`config.mk`:
```
export PLATFORM = sky130hd
export DESIGN_NAME = oh63Counter
export DESIGN_NICKNAME = d
export VERILOG_FILES = /design/src/rtl/oh63_pkg.sv /design/src/rtl/oh63RotStage.sv /design/src/rtl/oh63Ctrl.sv /design/src/rtl/oh63Datapath.sv /design/src/rtl/oh63Counter.sv
export SDC_FILE = /design/constraint.sdc
export NUM_CORES = 1
export LEC_CHECK = 0
export BUFFER_PORTS_ARGS = -buffer_cell sky130_fd_sc_hd__buf_2
export CAP_MARGIN = 20
export CORE_AREA = 2 2 39 41
export DETAILED_ROUTE_END_ITERATION = 16
export DIE_AREA = 0 0 41 43
export PLACE_DENSITY = 0.55
export SLEW_MARGIN = 20
export SYNTH_ARGS = -nofsm -noshare
export SYNTH_HDL_FRONTEND = slang
export SYNTH_SLANG_ARGS = --single-unit
```
`constraint.sdc`:
```
create_clock -name vclk -period 2.8
set_clock_uncertainty 0.1 [all_clocks]
set_input_delay 0.56 -clock vclk [all_inputs]
set_output_delay 0.56 -clock vclk [all_outputs]
set_load 0.05 [all_outputs]
```
`src/rtl/oh63_pkg.sv`:
```
package oh63_pkg;
  // Number of positions in the one-hot state signal.
  localparam int STATE_W = 4;
  // Width of the binary index of the hot position.
  localparam int POS_W = $clog2(STATE_W);
  // Number of bits that build the first state.
  localparam int CONV_N = 3;
  // Number of rotation stages after the first state.
  localparam int ROT_N = 3;

  typedef logic [STATE_W-1:0] ohState_t;
  typedef logic [POS_W-1:0] ohPos_t;

  // Enable strobes from the control part to the rotation stages.
  typedef struct packed {
    logic rotA;
    logic rotB;
    logic rotDouble;
  } rotStrobe_t;

  localparam ohState_t STATE_ZERO = ohState_t'(1);
endpackage

```
`src/rtl/oh63RotStage.sv`:
```
module oh63RotStage
  import oh63_pkg::*;
#(
  parameter int STEP = 1
) (
  input  ohState_t stIn,
  input  logic     en,
  output ohState_t stOut,
  output logic     wrapOut
);
  localparam int DBL_W = 2 * STATE_W;

  logic [DBL_W-1:0] dbl;
  ohState_t rotated;

  always_comb begin
    dbl     = {stIn, stIn};
    rotated = dbl[DBL_W-1-STEP -: STATE_W];
    stOut   = en ? rotated : stIn;
    // A hot bit in the top STEP positions passes position STATE_W-1.
    wrapOut = en & (|stIn[STATE_W-1 -: STEP]);
  end
endmodule

```
`src/rtl/oh63Ctrl.sv`:
```
module oh63Ctrl
  import oh63_pkg::*;
(
  input  logic       stepA,
  input  logic       stepB,
  input  logic       stepDouble,
  output rotStrobe_t strobe
);
  always_comb begin
    strobe.rotA      = stepA;
    strobe.rotB      = stepB;
    strobe.rotDouble = stepDouble;
  end
endmodule

```
`src/rtl/oh63Datapath.sv`:
```
module oh63Datapath
  import oh63_pkg::*;
#(
  parameter bit SPLIT_DECODE = 1'b1
) (
  input  logic              cntIn1,
  input  logic              cntIn2,
  input  logic              cntIn3,
  input  rotStrobe_t        strobe,
  output ohState_t          xState,
  output ohState_t          mState,
  output logic [CONV_N-1:0] convWrap,
  output logic [ROT_N-1:0]  stageWrap,
  output logic              sumW1,
  output logic              sumW2,
  output logic              carryW4,
  output logic              sumW1N,
  output logic              carryW4N
);
  localparam int ROT_STEP [ROT_N] = '{1, 1, 2};

  ohState_t convChain [CONV_N+1];
  ohState_t rotChain  [ROT_N+1];
  logic [CONV_N-1:0] convEn;
  logic [ROT_N-1:0]  rotEn;
  ohPos_t mPos;

  assign convEn = {cntIn3, cntIn2, cntIn1};
  assign rotEn  = {strobe.rotDouble, strobe.rotB, strobe.rotA};
  assign convChain[0] = STATE_ZERO;

  // Converter: each counted bit moves the hot position up by one.
  for (genvar g = 0; g < CONV_N; g++) begin : g_conv
    oh63RotStage #(.STEP(1)) conv_i (
      .stIn   (convChain[g]),
      .en     (convEn[g]),
      .stOut  (convChain[g+1]),
      .wrapOut(convWrap[g])
    );
  end

  assign xState      = convChain[CONV_N];
  assign rotChain[0] = xState;

  // Rotation stages: single-weight inputs first, then the double step.
  for (genvar g = 0; g < ROT_N; g++) begin : g_rot
    oh63RotStage #(.STEP(ROT_STEP[g])) rot_i (
      .stIn   (rotChain[g]),
      .en     (rotEn[g]),
      .stOut  (rotChain[g+1]),
      .wrapOut(stageWrap[g])
    );
  end

  assign mState = rotChain[ROT_N];

  // Decode the one-hot position into its binary index.
  always_comb begin
    mPos = '0;
    for (int k = 0; k < STATE_W; k++) begin
      if (mState[k]) mPos = mPos | ohPos_t'(k);
    end
  end

  assign sumW1   = mPos[0];
  assign sumW2   = mPos[1];
  assign carryW4 = |stageWrap;

  if (SPLIT_DECODE) begin : g_split
    // The even positions give a zero low bit, and no wrap gives no carry.
    assign sumW1N   = mState[0] | mState[2];
    assign carryW4N = ~(|stageWrap);
  end else begin : g_inv
    assign sumW1N   = ~sumW1;
    assign carryW4N = ~carryW4;
  end
endmodule

```
`src/rtl/oh63Counter.sv`:
```
module oh63Counter
  import oh63_pkg::*;
#(
  parameter bit SPLIT_DECODE = 1'b1
) (
  input  logic cntIn1,
  input  logic cntIn2,
  input  logic cntIn3,
  input  logic stepA,
  input  logic stepB,
  input  logic stepDouble,
  output logic sumW1,
  output logic sumW2,
  output logic carryW4,
  output logic sumW1N,
  output logic carryW4N
);
  rotStrobe_t strobe;
  ohState_t xState;
  ohState_t mState;
  logic [CONV_N-1:0] convWrap;
  logic [ROT_N-1:0]  stageWrap;

  oh63Ctrl ctrl_i (
    .stepA     (stepA),
    .stepB     (stepB),
    .stepDouble(stepDouble),
    .strobe    (strobe)
  );

  oh63Datapath #(.SPLIT_DECODE(SPLIT_DECODE)) dp_i (
    .cntIn1   (cntIn1),
    .cntIn2   (cntIn2),
    .cntIn3   (cntIn3),
    .strobe   (strobe),
    .xState   (xState),
    .mState   (mState),
    .convWrap (convWrap),
    .stageWrap(stageWrap),
    .sumW1    (sumW1),
    .sumW2    (sumW2),
    .carryW4  (carryW4),
    .sumW1N   (sumW1N),
    .carryW4N (carryW4N)
  );
endmodule

```
# After elaboration in Yosys (flattened, before gate mapping)
# Cells that the tools add are included.
[op_classes]
addsub = 0
n_mul = 0
div_mod_pow = 0
magnitude_cmp = 0
eq_ne = 0
shifts = 0
muxes = 9
n_bitwise = 5
n_reduce_logical = 2
[ops]
columns = ["operator", "count"]
rows = [
  ["4-bit two-way mux", 5],
  ["2-bit two-way mux", 3],
  ["1-bit AND", 3],
  ["3-bit OR reduction", 1],
  ["2-bit OR reduction", 1],
  ["1-bit two-way mux", 1],
  ["1-bit NOT", 1],
  ["1-bit OR", 1],
]
[word_totals]
ff_bits = 0
latch_bits = 0
ramBits = 0
mem_bits_ro = 0
inputBits = 6
mem_count = 0

# Depth between registers and ports, before layout
# Gate-level depths: netlist of the first run.
[logic_depth]
word_depth = 9
ltp_mapped = 6
ltp_nobuf = 6

# Cells and area by module
# A second synthesis of the first run with hierarchy kept.
[unflattened]
hier_cells = 40
hier_area_um2 = 375.4
[modules_own_cells]
columns = ["mod", "n_inst", "cells_each", "area_per_inst_um2"]
rows = [
  ["oh63RotStage", 6, 5, 52.6],
  ["oh63Datapath", 1, 7, 37.5],
  ["oh63Ctrl", 1, 3, 22.5],
]

# Least setup slack after synthesis of the first run
# Ideal clock, no wire load.
[synth_timing]
kind = "input to output"
from = "input cntIn1"
to = "output carryW4"
t_arrival_ns = 1.972
t_required_ns = 2.140
path_slack_ns = 0.168
path_stages = 6
path_buffers = 0
path_cell_list = "inv_1 ha_1 nand2b_1 nand3_1 a32oi_1 o21ai_1"
[synth_via]
elab_chain_len = 8
word_cells_on_any_way = 10
[synth_rtl]
columns = ["item", "line", "rtl"]
rows = [
  ["start: declaration", "oh63Counter.sv:6", "input logic cntIn1,"],
  ["2-bit two-way mux *", "oh63RotStage.sv:19", "stOut = en ? rotated : stIn;"],
  ["4-bit two-way mux * (2 in a row)", "oh63RotStage.sv:19", ""],
  ["4-bit two-way mux (2 in a row)", "oh63RotStage.sv:19", ""],
  ["2-bit OR reduction", "oh63RotStage.sv:21", "wrapOut = en & (|stIn[STATE_W-1 -: STEP]);"],
  ["1-bit AND", "oh63RotStage.sv:21", ""],
  ["3-bit OR reduction *", "oh63Datapath.sv:67", "assign carryW4 = |stageWrap;"],
  ["end: declaration", "oh63Counter.sv:14", "output logic carryW4,"],
]
# Every way passes the cells marked *; elsewhere a longest branch is shown, timed or not.

# Worst setup path after layout of the first run
[layout_timing]
from = "input cntIn2"
to = "output sumW2"
[layout_via]
elab_chain_len = 7
[layout_rtl]
columns = ["item", "line", "rtl"]
rows = [
  ["start: declaration", "oh63Counter.sv:7", "input logic cntIn2,"],
  ["4-bit two-way mux * (5 in a row)", "oh63RotStage.sv:19", ""],
  ["2-bit two-way mux", "oh63Datapath.sv:61", "if (mState[k]) mPos = mPos | ohPos_t'(k);"],
  ["2-bit two-way mux *", "oh63Datapath.sv:61", ""],
  ["end: declaration", "oh63Counter.sv:13", "output logic sumW2,"],
]
# Marked as above.

==> parameters.txt, run 1 <==
Parameter                              Value

Final layout
  Number of flip-flops and latches    0
  Most frequent standard cell in the layout excluding fill and tap cells    sky130_fd_sc_hd__buf_2
  Summed area of non-filler cells in the final layout    420.4 sq um
  Commonest cells after routing, fill and taps aside    10 x sky130_fd_sc_hd__buf_2, 6 x sky130_fd_sc_hd__inv_1, 6 x sky130_fd_sc_hd__nand2_1
  Nets    71
  Relative area change from synthesis to final layout    18.31%
  Sequential cell area in the final layout    0 sq um
  Number of clock buffer instances in the layout    0
  Number of fillers in the final layout    167
  Fraction of layout instances using a drive strength above 1    28.33%
  Antenna Cells    0

Drt
  Number of nets with antenna violations after detailed routing    0
  Residual DRC    0
  Vias per cell    4.803
  Routed WL per cell    10.34 um
  DR pass1 iterations    2
  Wire length after detailed routing    786 um
  Drt first-iter violations    4
  Via Count    365

Job
  Number of max-cap violations    0

Setup path
  Cell at the slowest stage of the critical path    sky130_fd_sc_hd__ha_2
  Maximum net fanout on the critical path    8
  Source of the critical timing path    cntIn2
  Type of the worst setup path    in2out
  Worst-path cell chain    buf_2 -> inv_1 -> ha_2 -> and4bb_1 -> a211oi_2 -> nand2_1 -> o211ai_2 -> buf_2
  Arrival time at the worst endpoint    2.01 ns
  Data required time at the worst endpoint    2.14 ns
  Cell occurring most often along the worst timing path    sky130_fd_sc_hd__buf_2
  Element type at the critical path start    input port
  Largest stage delay, worst path    0.40 ns
  Element type at the critical path end    output port

Global routing
  Overflow left after global routing    0
  Pin count of the biggest net entering global routing    15
  Global-route wire length before repair    1242 um
  Vias in the first global route    298
  Initial antenna violation count    0
  Total routing resource utilization after global routing    9.300%

Place
  Detail Placement HPWL    639.9 um
  Number of buffers inserted by port buffering    11
  Dpl cell area    415.4 sq um
  GP Congestion    0.7739

Pwr
  Part of the power in registers    0%
  Internal power    0.03891 mW
  Switching power    0.08059 mW
  Proportion of power drawn by combinational gates    100.0%
  Power density over the cells    284.3 nW/um^2
  Net Sw Frac    67.44%
  Total power consumption of the routed design    0.1195 mW
  Max rail drop VDD    0.1157 mV
  Static Leakage    0.1927 nW
  Share of power burned in the clock network    0%

STA
  Final Critical Period    2.675 ns
  Final count of hold timing violations    0
  Total count of max-transition violations in the final report    0
  Slew @ Worst Pin    0.2732 ns
  Highest clock frequency the design can meet    0.3738 GHz
  Final clock period utilization by the worst path    95.53%
  Sum of negative setup slack    0 ns
  Setup violation total in the final timing report    0
  Worst slew margin    81.75%
  RSZ-0062 raised after global routing    false

Synthesis
  Post-Synthesis Cells    50
  Synth Area per Inst    7.107 sq um
  Synthesized netlist net count    59
  Fraction of the yosys area taken by sequential cells    0%
  Count of yosys warnings during synthesis    0
  Synthesized area    355.3 sq um
  Number of library cell types mapped by synthesis    28

Floorplanning
  Die Area    1763 sq um
  Core Area    1384 sq um
  Starting Density    25.68%
  Horizontal extent of the die    41 um
  Overall die height    43 um
  Total number of placement rows    14
  Number of I/O pins    11

Clock network
  Setup Buffers After CTS    0

Worst hold path
  End point of the most critical hold path    sumW2
  Worst hold path depth    3
  Class of the most critical hold timing path    in2out
  Hold Crit Start    stepDouble

Run status
  Result of the run    completed
-- power groups by stage --
stage / registers [mW] / clock network (mW) / logic (mW)
2_1_floorplan: 0 / 0 / 0.0950
3_3_place_gp: 0 / 0 / 0.118
3_5_place_dp: 0 / 0 / 0.118
4_1_cts: 0 / 0 / 0.119
5_1_grt: 0 / 0 / 0.129
6_report: 0 / 0 / 0.120
-- worst max-delay path: cells and delay by family --
family,cells,cell delay (ns)
buffers and inverters,3,0.41
adder cells (fa/ha/maj),1,0.40
AND/OR/NAND/NOR,2,0.33
AO/OA/AOI/OAI,2,0.30
-- cells in the mapped netlist --
cell                        n  area (sq um)
sky130_fd_sc_hd__o211ai_2   1         12.51
sky130_fd_sc_hd__inv_1      6         22.52
sky130_fd_sc_hd__o21ai_0    2         10.01
sky130_fd_sc_hd__a21oi_1    5         25.02
sky130_fd_sc_hd__xnor2_1    1         8.760
sky130_fd_sc_hd__mux2i_1    1         10.01
sky130_fd_sc_hd__a22oi_1    1         7.510
sky130_fd_sc_hd__xnor2_2    1         16.27
sky130_fd_sc_hd__o22a_1     1         8.760
sky130_fd_sc_hd__nand2_1    6         22.52
sky130_fd_sc_hd__o211ai_1   2         15.01
sky130_fd_sc_hd__nor2_1     2         7.510
sky130_fd_sc_hd__a211oi_1   1         7.510
sky130_fd_sc_hd__nand2b_1   2         12.51
sky130_fd_sc_hd__o21ai_1    1         5.000
sky130_fd_sc_hd__and4bb_1   1         12.51
sky130_fd_sc_hd__nor3_1     1         5.000
sky130_fd_sc_hd__xor2_1     1         8.760
sky130_fd_sc_hd__buf_6      2         22.52
sky130_fd_sc_hd__o2111ai_1  1         8.760
sky130_fd_sc_hd__a32oi_1    1         8.760
sky130_fd_sc_hd__ha_1       3         37.54
sky130_fd_sc_hd__or3b_1     1         8.760
sky130_fd_sc_hd__a211oi_2   2         25.02
sky130_fd_sc_hd__nand3_1    1         5.000
sky130_fd_sc_hd__and2b_1    1         7.510
sky130_fd_sc_hd__o21a_1     1         7.510
sky130_fd_sc_hd__nor2b_1    1         6.260
-- through the flow --
step / worst slack [ns] / cells / util (%) / hold WS (ns)
5_1_grt: 0.001471 / 76 / 30.38 / 1.462
3_5_place_dp: 0.02186 / 76 / 30.02 / 1.444
2_1_floorplan: 0.1682 / 50 / - / 1.283
3_3_place_gp: 0.05145 / 76 / 30.02 / 1.442
6_report: 0.1251 / 76 / 30.38 / 1.442
4_1_cts: 0.02435 / 76 / 30.02 / 1.444
-- cells by family after synthesis --
kind of cell / synth area share [%]
adders and majority gates: 10.56
and+or+nand+nor: 24.65
AOI/OAI and AO/OA: 39.79
xor gates and xnor gates: 9.509
buffers and inverters: 12.68
muxes: 2.817
-- layer usage --
metal	part of all wire, %	wire, um	global-route usage (%)
met2	43	338	13.75
met1	53	416	15.56
met5	0	0	0
met4	0	0	0
met3	4.1	32	0
-- what timing repair did --
item,in CTS,in global routing
gates resized for setup,0,2
endpoints found under the setup margin,0,3
hold buffers,0,0
-- layout make-up --
type	count	area [sq um]	area share (%)
inverters	6	22.52	5.357
multi-input cells	42	312.8	74.40
well taps	16	20.02	4.762
repair buffers	12	65.06	15.48
-- worst max path at each step --
stage | depth (start not counted) | endpoint
floorplan | 6 | carryW4
global placement | 8 | carryW4N
detailed placement | 8 | carryW4N
CTS | 8 | carryW4N
global route | 8 | carryW4
finish | 8 | sumW2
No activity file was read; power rests on OpenSTA's default activity.
==> inputs of run 2 (changes only) <==
- PLACE_DENSITY: 0.55 -> 0.57
- SYNTH_HIERARCHICAL: not set -> 1
==> run 2 against run 1 <==
Effect of this change:
- the flow now finishes with violations (setup timing)
- power grew 88%
- first-iteration DRC count down 100%
- global-route usage is 0.60 points lower
- synthesized cell count shrank 26%
- critical path depth up 1
- worst setup slack got worse by 0.75 ns
- synthesized area fell by 0.70%
- final cell count is 5.3% lower
- routed wire length decreased by 12%
- final area up 41%
- flip-flop and latch count is the same
==> parameters.txt, run 2 <==
Parameter                              Value

Final layout
  Relative area change from synthesis to final layout    68.44%
  Count of placed standard cells in the final layout, fillers left out    72 (-5.3%)
  Number of clock buffer instances in the layout    0 (unchanged)
  Fraction of layout instances using a drive strength above 1    83.93% (+56 points)
  Sequential cell area in the final layout    0 sq um (unchanged)
  Number of fillers in the final layout    141 (-16%)
  Fraction of the core area covered by cells at the end of the flow    42.95% (+13 points)
  Nets    64 (-9.9%)
  Most frequent standard cell in the layout excluding fill and tap cells    sky130_fd_sc_hd__mux2_4
  Area of the multi-input gates    429.2 sq um (+37%)
  Commonest cells after routing, fill and taps aside    14 x sky130_fd_sc_hd__mux2_4, 10 x sky130_fd_sc_hd__mux2_2, 8 x sky130_fd_sc_hd__conb_1
  Number of flip-flops and latches    0 (unchanged)
  Antenna Cells    0 (unchanged)

Setup path
  Type of the worst setup path    in2out
  Buffers plus inverters on the worst setup path    2 (-1)
  Cell at the slowest stage of the critical path    sky130_fd_sc_hd__or3_4
  Worst-path cell chain    buf_8 -> mux2_4 -> mux2_4 -> mux2_4 -> mux2_4 -> mux2_4 -> o21a_1 -> or3_4 -> buf_8
  Element type at the critical path start    input port
  Element type at the critical path end    output port
  Data required time at the worst endpoint    2.14 ns (about the same)
  Largest stage delay, worst path    0.34 ns (-0.06 ns)
  Maximum net fanout on the critical path    3 (-5)
  Cell occurring most often along the worst timing path    sky130_fd_sc_hd__mux2_4
  Cell family with the largest share of critical-path delay    multiplexers
  Arrival time at the worst endpoint    2.77 ns (+0.76 ns)

Floorplanning
  Starting Density    25.50% (-0.18 points)
  Core Area    1384 sq um (unchanged)
  Horizontal extent of the die    41 um (unchanged)
  Number of I/O pins    11 (unchanged)
  Overall die height    43 um (unchanged)
  Die Area    1763 sq um (unchanged)
  Total number of placement rows    14 (unchanged)

Global routing
  Total routing resource utilization after global routing    8.700% (-0.60 points)
  Initial antenna violation count    0 (unchanged)
  Overflow left after global routing    0 (unchanged)
  Vias in the first global route    298 (unchanged)
  GR Util met2    16.88% (+3.1 points)
  Global route hottest layer    met2
  Fraction of met1 tracks used by global routing    9.841% (-5.7 points)
  Pin count of the biggest net entering global routing    6 (-9)
  Met3 usage    1.047% (+1.0 points)
  Global-route wire length before repair    1166 um (-6.1%)

Synthesis
  Synthesized area    352.8 sq um (-0.70%)
  Synth Area per Inst    9.536 sq um (+34%)
  Count of yosys warnings during synthesis    6 (+6)
  Post-Synthesis Cells    37 (-26%)

Pwr
  Static Leakage    0.2929 nW (+52%)
  Total power consumption of the routed design    0.2252 mW (+88%)
  Max rail drop VDD    0.1956 mV (+69%)
  Power density over the cells    379.0 nW/um^2 (+33%)

Place
  Cell count after placement    72 (-5.3%)
  Number of buffers inserted by port buffering    11 (unchanged)
  GP Congestion    0.6167 (-20%)
  Detail Placement HPWL    542.4 um (-15%)

STA
  Sum of negative setup slack    -2.950 ns (-2.950 ns)
  Minimum setup slack in the final design    -0.6269 ns (-0.7520 ns)
  Worst hold slack    1.577 ns (+0.1348 ns)
  Total count of max-transition violations in the final report    0 (unchanged)
  Setup violation total in the final timing report    5 (+5)
  Final clock period utilization by the worst path    122.4% (+27 points)
  Final count of hold timing violations    0 (unchanged)
  Final Critical Period    3.427 ns (+0.7520 ns)
  RSZ-0062 raised after global routing    true
  Highest clock frequency the design can meet    0.2918 GHz (-22%)

Run status
  Violations in the final reports    setup timing
  Result of the run    finished with violations

Drt
  Residual DRC    0 (unchanged)
  Via Count    315 (-14%)
  Drt first-iter violations    0 (-4)
  DR pass1 iterations    1 (-1)
  Routed WL per cell    9.569 um (-7.5%)
  Wire length after detailed routing    689 um (-12%)
  Number of nets with antenna violations after detailed routing    0 (unchanged)
  Vias per cell    4.375 (-8.9%)

Worst hold path
  Class of the most critical hold timing path    in2out

Job
  Number of max-cap violations    0 (unchanged)

Clock network
  Setup Buffers After CTS    0 (unchanged)
run 2: cell count changes in the layout (fill, tap and decap cells not counted), moves of 5 or more:
cell,delta
sky130_fd_sc_hd__mux2_2,+10
sky130_fd_sc_hd__buf_2,-5
sky130_fd_sc_hd__nand2_1,-6
sky130_fd_sc_hd__inv_1,-6
sky130_fd_sc_hd__conb_1,+8
sky130_fd_sc_hd__a21oi_1,-5
sky130_fd_sc_hd__mux2_4,+14
run 2: tightest hold or removal path, stage by stage:
cell	delay [ns]
sky130_fd_sc_hd__buf_2	0.14
sky130_fd_sc_hd__and2_2	0.16
sky130_fd_sc_hd__or3_4	0.12
sky130_fd_sc_hd__buf_8	0.13
run 2: metrics by stage:
stage          setup WS (ns)  area (sq um)
2_1_floorplan        -0.3909         421.7
3_3_place_gp         -0.6620         511.7
3_5_place_dp         -0.6763         511.7
4_1_cts              -0.6229         586.8
5_1_grt              -0.6665         594.3
6_report             -0.6269         594.3
run 2: metal layers:
metal,vias to the layer above,wire (um)
met5,-,0
met4,0,0
met3,0,29
met2,5,362
met1,146,298
li1,164,-
run 2: layout make-up:
class              instances  share of cell area [%]
repair buffers            16                   24.42
well taps                 16                   3.368
multi-input cells         40                   72.21
run 2: power by group:
part	leakage (nW)	switching, mW	internal, mW
Combinational	0.293	0.103	0.122
Sequential	0	0	0
Clock	0	0	0
Total	0.293	0.103	0.122
run 2: worst paths after layout:
path,startpoint,endpoint,cells after the start
worst min-delay path,stepA,carryW4,4
worst max-delay path,cntIn1,carryW4,9
run 2: repair_timing:
action,in CTS,in global routing
setup endpoints to repair,5,5
hold buffers,0,0
pin swaps,2,0
gates resized for setup,22,2
